[src/rtl/irq_ctl_pkg.sv]
package irq_ctl_pkg;

   localparam int CODE_W = 16;

   localparam logic [CODE_W-1:0] CODE_MASK_WR  = 16'h2000;
   localparam logic [CODE_W-1:0] CODE_CLR_ALL  = 16'h2001;
   localparam logic [CODE_W-1:0] CODE_EN       = 16'h2002;
   localparam logic [CODE_W-1:0] CODE_DIS      = 16'h2003;
   localparam logic [CODE_W-1:0] CODE_PEND_RST = 16'h2004;
   localparam logic [CODE_W-1:0] CODE_PEND_OR  = 16'h2005;
   localparam logic [CODE_W-1:0] CODE_MASK_RD  = 16'hA000;
   localparam logic [CODE_W-1:0] CODE_PEND_RD  = 16'hA004;
   localparam logic [CODE_W-1:0] CODE_FAULT_RC = 16'hA00F;

   typedef struct packed {
      logic mask_wr;
      logic clr_all;
      logic en_cmd;
      logic dis_cmd;
      logic pend_rst;
      logic pend_or;
      logic mask_rd;
      logic pend_rd;
      logic fault_rc;
   } cmd_dec_t;

endpackage

[src/rtl/irq_cmd_decode.sv]
module irq_cmd_decode
   import irq_ctl_pkg::*;
(
   input  logic              cmd_valid,
   input  logic [CODE_W-1:0] cmd_code,
   output cmd_dec_t          dec,
   output logic              is_read
);

   always_comb begin
      dec = '0;
      if (cmd_valid) begin
         unique case (cmd_code)
            CODE_MASK_WR:  dec.mask_wr  = 1'b1;
            CODE_CLR_ALL:  dec.clr_all  = 1'b1;
            CODE_EN:       dec.en_cmd   = 1'b1;
            CODE_DIS:      dec.dis_cmd  = 1'b1;
            CODE_PEND_RST: dec.pend_rst = 1'b1;
            CODE_PEND_OR:  dec.pend_or  = 1'b1;
            CODE_MASK_RD:  dec.mask_rd  = 1'b1;
            CODE_PEND_RD:  dec.pend_rd  = 1'b1;
            CODE_FAULT_RC: dec.fault_rc = 1'b1;
            default:       dec = '0;
         endcase
      end
   end

   assign is_read = dec.mask_rd | dec.pend_rd | dec.fault_rc;

endmodule

[src/rtl/irq_pri_enc.sv]
module irq_pri_enc #(
   parameter int W  = 16,
   parameter int IW = $clog2(W)
) (
   input  logic [W-1:0]  req_by_num,
   output logic          any,
   output logic [IW-1:0] idx
);

   if (W < 2) begin : g_bad_w
      $error("irq_pri_enc: W must be at least 2");
   end

   always_comb begin
      idx = '0;
      for (int n = W - 1; n >= 0; n--) begin
         if (req_by_num[n]) idx = IW'(n);
      end
   end

   assign any = |req_by_num;

endmodule

[src/rtl/irq_enable_seq.sv]
module irq_enable_seq #(
   parameter int LAT = 2,
   parameter int CW  = $clog2(LAT + 1)
) (
   input  logic clk,
   input  logic rst_n,
   input  logic instr_done,
   input  logic en_cmd,
   input  logic dis_cmd,
   input  logic or_cmd,
   output logic enabled,
   output logic shadow
);

   if (LAT < 2) begin : g_bad_lat
      $error("irq_enable_seq: LAT must be at least 2");
   end

   logic [CW-1:0] arm_q;
   logic [CW-1:0] shd_q;

   always_ff @(posedge clk) begin
      if (!rst_n) begin
         enabled <= 1'b0;
         arm_q   <= '0;
      end else if (dis_cmd) begin
         enabled <= 1'b0;
         arm_q   <= '0;
      end else if (en_cmd) begin
         arm_q   <= instr_done ? CW'(LAT - 1) : CW'(LAT);
      end else if (instr_done && arm_q != '0) begin
         arm_q   <= arm_q - 1'b1;
         if (arm_q == CW'(1)) enabled <= 1'b1;
      end
   end

   always_ff @(posedge clk) begin
      if (!rst_n) begin
         shd_q <= '0;
      end else if (or_cmd) begin
         shd_q <= instr_done ? CW'(LAT - 1) : CW'(LAT);
      end else if (instr_done && shd_q != '0) begin
         shd_q <= shd_q - 1'b1;
      end
   end

   assign shadow = (shd_q != '0);


   en_rise_chk: assert property (@(posedge clk) disable iff (!rst_n)
      $rose(enabled) |-> $past(instr_done));


   dis_drop_chk: assert property (@(posedge clk) disable iff (!rst_n)
      dis_cmd |=> !enabled);

endmodule

[src/rtl/irq_mask_pend_ctl.sv]
module irq_mask_pend_ctl
   import irq_ctl_pkg::*;
#(
   parameter int           W          = 16,
   parameter int           FAULT_NUM  = 1,
   parameter logic [W-1:0] NMI_NUMS   = 1,
   parameter int           ENABLE_LAT = 2
) (
   input  logic                 clk,
   input  logic                 rst_n,
   input  logic                 cmd_valid,
   input  logic [CODE_W-1:0]    cmd_code,
   input  logic [W-1:0]         cmd_data,
   input  logic                 instr_done,
   input  logic [W-1:0]         hw_req,
   input  logic [W-1:0]         fault_set,
   output logic                 rd_valid,
   output logic [W-1:0]         rd_data,
   output logic                 irq_req,
   output logic [$clog2(W)-1:0] irq_num
);

   localparam int IDW       = $clog2(W);
   localparam int FAULT_BIT = W - 1 - FAULT_NUM;
   localparam logic [W-1:0] FAULT_VEC = {{(W-1){1'b0}}, 1'b1} << FAULT_BIT;
   localparam logic [W-1:0] TOP_VEC   = {1'b1, {(W-1){1'b0}}};

   if (W < 2 || (W & (W - 1)) != 0) begin : g_bad_w
      $error("irq_mask_pend_ctl: W must be a power of two, at least 2");
   end
   if (FAULT_NUM < 0 || FAULT_NUM >= W) begin : g_bad_fault
      $error("irq_mask_pend_ctl: FAULT_NUM out of range");
   end

   cmd_dec_t dec;
   logic     en_q;
   logic     shadow;

   irq_cmd_decode u_dec (
      .cmd_valid (cmd_valid),
      .cmd_code  (cmd_code),
      .dec       (dec),
      .is_read   (rd_valid)
   );

   irq_enable_seq #(.LAT(ENABLE_LAT)) u_en (
      .clk        (clk),
      .rst_n      (rst_n),
      .instr_done (instr_done),
      .en_cmd     (dec.en_cmd),
      .dis_cmd    (dec.dis_cmd),
      .or_cmd     (dec.pend_or),
      .enabled    (en_q),
      .shadow     (shadow)
   );

   logic [W-1:0] mask_q, pend_q, fault_q;
   logic [W-1:0] fault_d, pend_d, pend_clr, pend_set, rst_vec;
   logic         clr_fault;

   assign rst_vec   = TOP_VEC >> cmd_data[IDW-1:0];
   assign clr_fault = dec.clr_all | dec.fault_rc |
                      (dec.pend_rst && cmd_data[IDW-1:0] == IDW'(FAULT_NUM));
   assign fault_d   = (clr_fault ? '0 : fault_q) | fault_set;

   always_comb begin
      pend_clr = '0;
      if (dec.clr_all)  pend_clr = '1;
      if (dec.pend_rst) pend_clr = pend_clr | rst_vec;
      if (dec.fault_rc) pend_clr = pend_clr | FAULT_VEC;
   end

   assign pend_set = (dec.pend_or ? cmd_data : '0) | hw_req |
                     ((|fault_d) ? FAULT_VEC : '0);
   assign pend_d   = (pend_q & ~pend_clr) | pend_set;

   always_ff @(posedge clk) begin
      if (!rst_n) begin
         mask_q  <= '0;
         pend_q  <= '0;
         fault_q <= '0;
      end else begin
         if (dec.mask_wr) mask_q <= cmd_data;
         pend_q  <= pend_d;
         fault_q <= fault_d;
      end
   end

   always_comb begin
      rd_data = '0;
      if (dec.mask_rd)  rd_data = mask_q;
      if (dec.pend_rd)  rd_data = pend_q;
      if (dec.fault_rc) rd_data = fault_q;
   end

   // Mask is enabled only while the flag is set and no disable is in flight.
   logic         en_live;
   logic [W-1:0] elig_by_num;
   logic         any_elig;
   logic [IDW-1:0] win;

   assign en_live = en_q & ~dec.dis_cmd;

   for (genvar n = 0; n < W; n++) begin : g_num
      if (NMI_NUMS[n]) begin : g_nmi
         assign elig_by_num[n] = pend_q[W-1-n];
      end else begin : g_mask
         assign elig_by_num[n] = pend_q[W-1-n] & mask_q[W-1-n] & en_live;
      end
   end

   irq_pri_enc #(.W(W), .IW(IDW)) u_pri (
      .req_by_num (elig_by_num),
      .any        (any_elig),
      .idx        (win)
   );

   assign irq_req = any_elig & ~shadow;
   assign irq_num = irq_req ? win : '0;


   mask_load_chk: assert property (@(posedge clk) disable iff (!rst_n)
      dec.mask_wr |=> mask_q == $past(cmd_data));


   mask_keep_chk: assert property (@(posedge clk) disable iff (!rst_n)
      dec.mask_rd |=> $stable(mask_q));


   irq_pend_chk: assert property (@(posedge clk) disable iff (!rst_n)
      irq_req |-> pend_q[(W-1) - int'(irq_num)]);


   dis_now_chk: assert property (@(posedge clk) disable iff (!rst_n)
      dec.dis_cmd |-> (!irq_req || NMI_NUMS[irq_num]));


   fault_flag_chk: assert property (@(posedge clk) disable iff (!rst_n)
      (|fault_q) |-> pend_q[FAULT_BIT]);


   set_wins_chk: assert property (@(posedge clk) disable iff (!rst_n)
      1'b1 |=> ((pend_q & $past(hw_req)) == $past(hw_req)));


   fault_rc_chk: assert property (@(posedge clk) disable iff (!rst_n)
      dec.fault_rc |=> fault_q == $past(fault_set));

endmodule

[config.mk]
export PLATFORM = sky130hd
export DESIGN_NAME = irq_mask_pend_ctl
export DESIGN_NICKNAME = d
export VERILOG_FILES = /design/src/rtl/irq_ctl_pkg.sv /design/src/rtl/irq_cmd_decode.sv /design/src/rtl/irq_pri_enc.sv /design/src/rtl/irq_enable_seq.sv /design/src/rtl/irq_mask_pend_ctl.sv
export SDC_FILE = /design/constraint.sdc
export NUM_CORES = 1
export LEC_CHECK = 0
export BUFFER_PORTS_ARGS = -buffer_cell sky130_fd_sc_hd__buf_4
export CAP_MARGIN = 5
export CORE_ASPECT_RATIO = 1.75
export CORE_MARGIN = 3
export CORE_UTILIZATION = 51
export CTS_CLUSTER_SIZE = 12
export DETAILED_ROUTE_END_ITERATION = 16
export PLACE_DENSITY = 0.87
export REMOVE_ABC_BUFFERS = 1
export SLEW_MARGIN = 20
export SYNTH_ARGS = -nofsm -noshare
export SYNTH_HDL_FRONTEND = slang
export SYNTH_SLANG_ARGS = --single-unit
[constraint.sdc]
create_clock -name clk -period 2.85 [get_ports clk]
set_clock_uncertainty 0.1 [all_clocks]
set_input_delay 0.4275 -clock clk [delete_from_list [all_inputs] [get_ports clk]]
set_output_delay 0.4275 -clock clk [all_outputs]
set_load 0.1 [all_outputs]
==> results of run 1 <==
[cells in the mapped netlist, types with 3 or more instances]
library cell | n | area share
nor2_1 | 13 | 0.017
dfxtp_1 | 53 | 0.36
a31oi_1 | 4 | 0.0086
o21ai_1 | 10 | 0.017
a21oi_1 | 21 | 0.036
nand4_1 | 7 | 0.015
inv_1 | 5 | 0.0064
o211ai_1 | 15 | 0.039
nor3b_1 | 3 | 0.0077
a22oi_1 | 21 | 0.054
buf_2 | 3 | 0.0051
clkbuf_1 | 12 | 0.015
mux2i_1 | 16 | 0.055
a22o_1 | 17 | 0.051
nand3_1 | 7 | 0.012
o21ai_0 | 12 | 0.021
nor4_1 | 12 | 0.026
or4_1 | 4 | 0.010
nand2b_1 | 6 | 0.013
ha_1 | 3 | 0.013
nand2_1 | 77 | 0.099
[cell usage in the layout, fill, tap and decap left out, types with 3 or more instances in the layout]
cell	n
ha_1	3
nor2_1	13
nor4_1	10
buf_4	100
a31oi_1	4
mux2i_1	16
o21ai_1	11
o21ai_0	11
nand2b_1	6
or4_1	4
a22oi_1	21
dfxtp_1	53
nor3b_1	3
clkbuf_8	6
inv_1	5
nand3_1	7
a22o_1	17
nand2_1	77
nand4_1	7
a21oi_1	21
o211ai_1	15
[timing repair]
action,CTS,global route
cloned,0,0
setup endpoints to repair,1,16
setup buffers,0,0
resized for setup,1,8
[sequential cells by signal (all words and copies together) (netlist names)]
signal,cells
pend_q,16
mask_q,16
u_en.shd_q,2
u_en.enabled,1
fault_q,16
u_en.arm_q,2
[worst max-delay path by stage]
stage                           start          end  slack (ns)  depth (start not counted)
final                     cmd_code[9]   rd_data[1]        0.06                          7
after global routing      cmd_code[9]   rd_data[1]       0.009                          7
after CTS                 cmd_code[9]   rd_data[6]       0.004                          7
after detailed placement  cmd_code[9]   rd_data[6]       -0.02                          7
after global placement    cmd_code[9]  rd_data[15]        0.07                          7
after floorplan           cmd_code[9]   rd_data[0]       -1.67                          4
[worst register-to-register path, delay by kind of cell (launching register included)]
family,cells,cell delay (ns)
AOI/OAI and AO/OA,1,0.14
DFF,1,0.34
and+or+nand+nor,3,1.04
[through the flow]
stage           util  hold slack (ns)  std cells  setup slack [ns]  TNS (ns)
2_1_floorplan      -            0.331        338             -1.67    -22.28
3_3_place_gp   0.688            0.341        516            0.0699         0
3_5_place_dp   0.688            0.349        516           -0.0248   -0.0248
4_1_cts        0.708            0.234        523           0.00356         0
5_1_grt        0.715            0.237        523           0.00940         0
6_report       0.715            0.234        523            0.0584         0
[cell type report]
type,count,share of cell area
multi-input combinational,280,0.459
sequential,53,0.276
timing repair buffer,104,0.210
clock buffer,5,0.0179
inverter,5,0.00487
tap,74,0.0240
clock inverter,2,0.00910
[layer usage]
metal  GRT usage  routed length (um)  part of all wire
met5           0                   0                 0
met3      0.0444                 583             0.061
met4       0.172                 452             0.047
met2       0.532                5150              0.54
met1       0.291                3420              0.36
[kinds of logic after synthesis]
group | count (synthesis) | share of synthesized area
AND/OR/NAND/NOR | 147 | 0.258
adder cells (fa/ha/maj) | 3 | 0.0129
flip-flops | 53 | 0.364
multiplexers | 16 | 0.0549
buffers and inverters | 24 | 0.0391
AO/OA/AOI/OAI | 114 | 0.271
[report_power, final]
group	switching, mW	internal (mW)
clock	0.248	0.256
sequential	0.0487	0.790
combinational	0.134	0.141
==> metrics.md, run 1 <==
| Metric | Value |
|---|---|
| Worst-Margin Slew | 0.694 ns |
| Number of max-slew violations in the final report | 0 |
| CTS root buf | clkbuf_8 |
| Die outline height | around 110 um |
| P&R area growth vs syn | 32.1% |
| Highest Clock Rate | 358 MHz |
| Dominant register cell in the synthesized netlist | dfxtp_1 |
| Yosys reg bits | 53 |
| Worst Hold Launch | hw_req[1] |
| Worst hold path stage count | 3 |
| Maximum number of pins on one net before global-route repair | 33 |
| Clk sink count | 53 |
| Share of post-route cells with drive strength above 1 | 0.278 |
| Slowest Stage Delay on Critical Path | 0.57 ns |
| Share of synthesized registers carrying an async set or reset | 0 |
| Crit path capture type | output port |
| Leakage power of the design | 1.55 nW |
| Number of unique standard cell types used by synthesis | 51 |
| Routed via count divided by cell count | 6.20 |
| Final total power | 1.62 mW |
| Initial cell density of the core | 0.541 |
| Cell-by-cell listing of the critical path | buf_4 -> or4_4 -> nor4_4 -> nand3_1 -> buf_4 -> o21ai_0 -> buf_4 |
| Global-route total usage across every layer | 0.286 |
| Setup repair after global routing missed its margin | no |
| Sequential fraction of the synthesis area | 0.364 |
| Count of max-cap constraint violations | 0 |
| Via Count | 3240 |
| Standard cell core area | 0.00539 mm^2 |
| Global-route wire length before repair | approximately 15000 um |
| Number of warning messages in the yosys log | 0 |
| Total Die Area | 0.00669 mm^2 |
| Critical Path Fanout Max | 17 |
| Routed wire length | between 9000 and 10000 um |
| Design area | 0.00385 mm^2 |
| Finish-stage setup viols | 0 |
| Slowest stage cell, crit path | or4_4 |
| Required time worst endpoint | between 2 and 2.5 ns |
| Max transition margin | 0.537 |
| Half-perimeter wire length after placement | 7340 um |
| Max clock buf depth | 2 |
| Class of the most critical setup path | input port to output port |
| Die Wd | roughly 63 um |
| Pre-Repair DR Iteration Count | 5 |
| Post-Syn Instances | roughly 360 |
| Flop-to-flop setup slack | 1.13 ns |
| Placement Cell Area | 0.00371 mm^2 |
| Number of global-route vias before repair | 3280 |
| Power density over cell area | between 400 and 500 mW/mm^2 |
| Worst-case hold path end point | pend_q[1] |
| H-Tree Depth | 2 |
| VDD IR-drop max | 0.000247 V |
| Number of enable-type register cells in the synthesized netlist | 0 |
| Worst path most repeated cell | buf_4 |
| Length in cells of the worst reg-to-reg path | 4 |
| Io pins | 90 |
| Global placement routability congestion | 0.913 |
| Post-layout nets | 520 |
| Wirelength per Cell | 18.4 um |
| Reg2Reg Launch Point | fault_q[6] |
| Area taken by multi-input logic gates | around 0.0018 mm^2 |
| Residual DRC | 0 |
| Family of cells with the greatest summed delay on the critical path | simple AND/OR/NAND/NOR gates |
| Antenna diode count | 0 |
| Count of input and output buffers | 89 |
| Final Critical Period | approximately 2.8 ns |
| Detail Route Antenna Nets | 0 |
| Worst Setup Start Kind | input port |
| Clock transition at the registers of the reported paths | 0.09 ns |
| 1st-iter DRT viols | 226 |
| Number of buffers and inverters on the critical path | 3 |
| Fill cell total of the finished layout | between 400 and 500 |
| Antenna violations before repair | 0 |
| Crit share post-route | 0.980 |
| Num CTS Buffers | 5 |
| Area taken by flip-flops and latches | roughly 0.0011 mm^2 |
| Arr. time, crit path | 2.26 ns |
| Total count of hold-check failures in the final report | 0 |
| Worst min-delay path category | input port to flip-flop |
| Worst-Skew Late Latency | 0.31 ns |
| # rows | 35 |
| Overall overflow remaining after global route | 0 |
| Per-instance average area after synthesis | 8.17 um^2 |
| Synthesized cell area | ~0.0029 mm^2 |
| Post-CTS Hold Fix Bufs | 0 |
| Critical R2R Capture | pend_q[14] |
| Status | completed |
| CTS tree | built |
Power figures use the tool's default switching activity.
==> inputs of run 2 (changes only) <==
PLACE_DENSITY = 0.77   (was 0.87)
==> run 2 against run 1 <==
  * Hold slack lost 0.0047 ns
  * Clock-buffer cell count grew 2
  * Largest cell class unchanged
  * Sequential share of layout area is essentially flat
  * Critical path depth is the same
  * Global-route usage shrank 0.70 points
  * Critical endpoint is now rd_data[4]
  * Critical path type unchanged
  * First-iteration DRC count shrank 12%
  * Setup slack gained 0.011 ns
  * Non-clock buffer count grew 1
  * Final area is essentially flat
  * Utilization is essentially flat
  * Wire length shrank 3.0%
==> metrics.md, run 2 (synthesis results as in run 1) <==
| Metric | Value |
|---|---|
| Status | completed |
| Max transition margin | 0.545 |
| Flop-to-flop setup slack | around 1.1 ns |
| Global placement routability congestion | 0.880 |
| Total count of hold-check failures in the final report | 0 |
| Post-Layout Cell Count | 525 |
| Finish-stage setup viols | 0 |
| Die outline height | 106 um |
| # rows | 35 |
| CTS tree | built |
| VDD IR-drop max | 0.000285 V |
| Post-layout nets | 521 |
| Overall overflow remaining after global route | 0 |
| Final total power | 1.56 mW |
| Area taken by multi-input logic gates | 0.00176 mm^2 |
| Total Die Area | 0.00669 mm^2 |
| Design area | approximately 0.0039 mm^2 |
| Placement Cell Area | 0.00372 mm^2 |
| Die Wd | 63.2 um |
| Max clock buf depth | 2 |
| Worst Hold Slack | 0.229 ns |
| Minimum setup slack after placement | 0.0208 ns |
| Most common library cell in the layout ignoring fill and taps | buf_4 |
| Routed via count divided by cell count | 6.09 |
| Share of post-route cells with drive strength above 1 | 0.279 |
| Required time worst endpoint | 2.32 ns |
| Worst min-delay path category | input port to flip-flop |
| Area taken by flip-flops and latches | 0.00106 mm^2 |
| Antenna diode count | 0 |
| Arr. time, crit path | roughly 2.3 ns |
| # placed instances | slightly above 500 |
| Io pins | 90 |
| Final worst setup slack | 0.0690 ns |
| Worst-Margin Slew | 0.682 ns |
| Initial cell density of the core | 0.541 |
| Number of global-route vias before repair | roughly 3200 |
| Count of max-cap constraint violations | 0 |
| Maximum number of pins on one net before global-route repair | 34 |
| P&R area growth vs syn | 32.1% |
| Wirelength per Cell | 17.8 um |
| Routed wire length | 9320 um |
| Leakage power of the design | 1.55 nW |
| Final Critical Period | 2.78 ns |
| Num CTS Buffers | 5 |
| Standard cell core area | 0.00539 mm^2 |
| Global-route total usage across every layer | 0.279 |
| Worst-Skew Late Latency | 0.30 ns |
| Via Count | between 3000 and 4000 |
| Number of max-slew violations in the final report | 0 |
| Clock transition at the registers of the reported paths | 0.10 ns |
| Detail Route Antenna Nets | 0 |
| Pre-Repair DR Iteration Count | 4 |
| Sum of negative setup slack | 0 ns |
| Leading registers by flop count | fault_q x16, mask_q x16, pend_q x16 |
| Class of the most critical setup path | input port to output port |
| Leading cell types in the layout, fill and taps excluded | buf_4 (100), nand2_1 (77), dfxtp_1 (53) |
| Critical Path Fanout Max | 17 |
| Highest Clock Rate | between 300 and 400 MHz |
| Residual DRC | 0 |
| 1st-iter DRT viols | 198 |
| Global-route wire length before repair | 14900 um |
| Worst Setup Start Kind | input port |
| Number of buffers inserted to repair setup after CTS | 0 |
| Crit share post-route | 0.976 |
| CTS root buf | clkbuf_8 |
| Count of input and output buffers | 89 |
| H-Tree Depth | 2 |
| Crit path capture type | output port |
| Final core occ | 0.715 |
| Antenna violations before repair | 0 |
| Power density over cell area | 406 mW/mm^2 |
| Half-perimeter wire length after placement | 7280 um |
| Fill cell total of the finished layout | 455 |
| Clk sink count | 53 |
[run 2: changes by cell type in the layout (fill, tap and decap cells not counted), sizes merged]
cell,before,now
clkbuf,6,8
buf,103,104
bufinv,1,0
[run 2: cell type report]
class                      count  area share
clock inverter                 1     0.00130
clock buffer                   7      0.0250
tap                           74      0.0240
inverter                       5     0.00487
sequential                    53       0.275
timing repair buffer         105       0.212
multi-input combinational    280       0.457
[run 2: worst max-delay path, cell delays in order]
cell and delay [ns]:
buf_4 0.12, or4_4 0.57, nor4_4 0.29, nand3_1 0.11, buf_4 0.21, o21ai_0 0.25, buf_6 0.26
[run 2: worst paths after layout]
path,from,to,depth (start not counted)
max,cmd_code[9],rd_data[4],7
min,hw_req[1],pend_q[1],3
min reg2reg,mask_q[15],mask_q[15],2
max reg2reg,fault_q[6],pend_q[14],4
[run 2: metal layers]
metal	up-vias	part of all wire	GRT usage
met2	130	0.55	0.540
met3	31	0.054	0.0402
met1	1501	0.35	0.285
li1	1535	-	-
met5	-	0	0
met4	0	0.041	0.126
[run 2: power by group]
| part | switching (mW) | leakage [nW] | internal [mW] | total (mW) |
|---|---|---|---|---|
| sequential | 0.0483 | 0.439 | 0.790 | 0.839 |
| clock | 0.241 | 0.0542 | 0.220 | 0.461 |
| combinational | 0.126 | 1.06 | 0.139 | 0.265 |
[run 2: what timing repair did]
action                     CTS  global route
resized for setup            0             8
setup endpoints to repair    0            16
hold buffers                 0             0
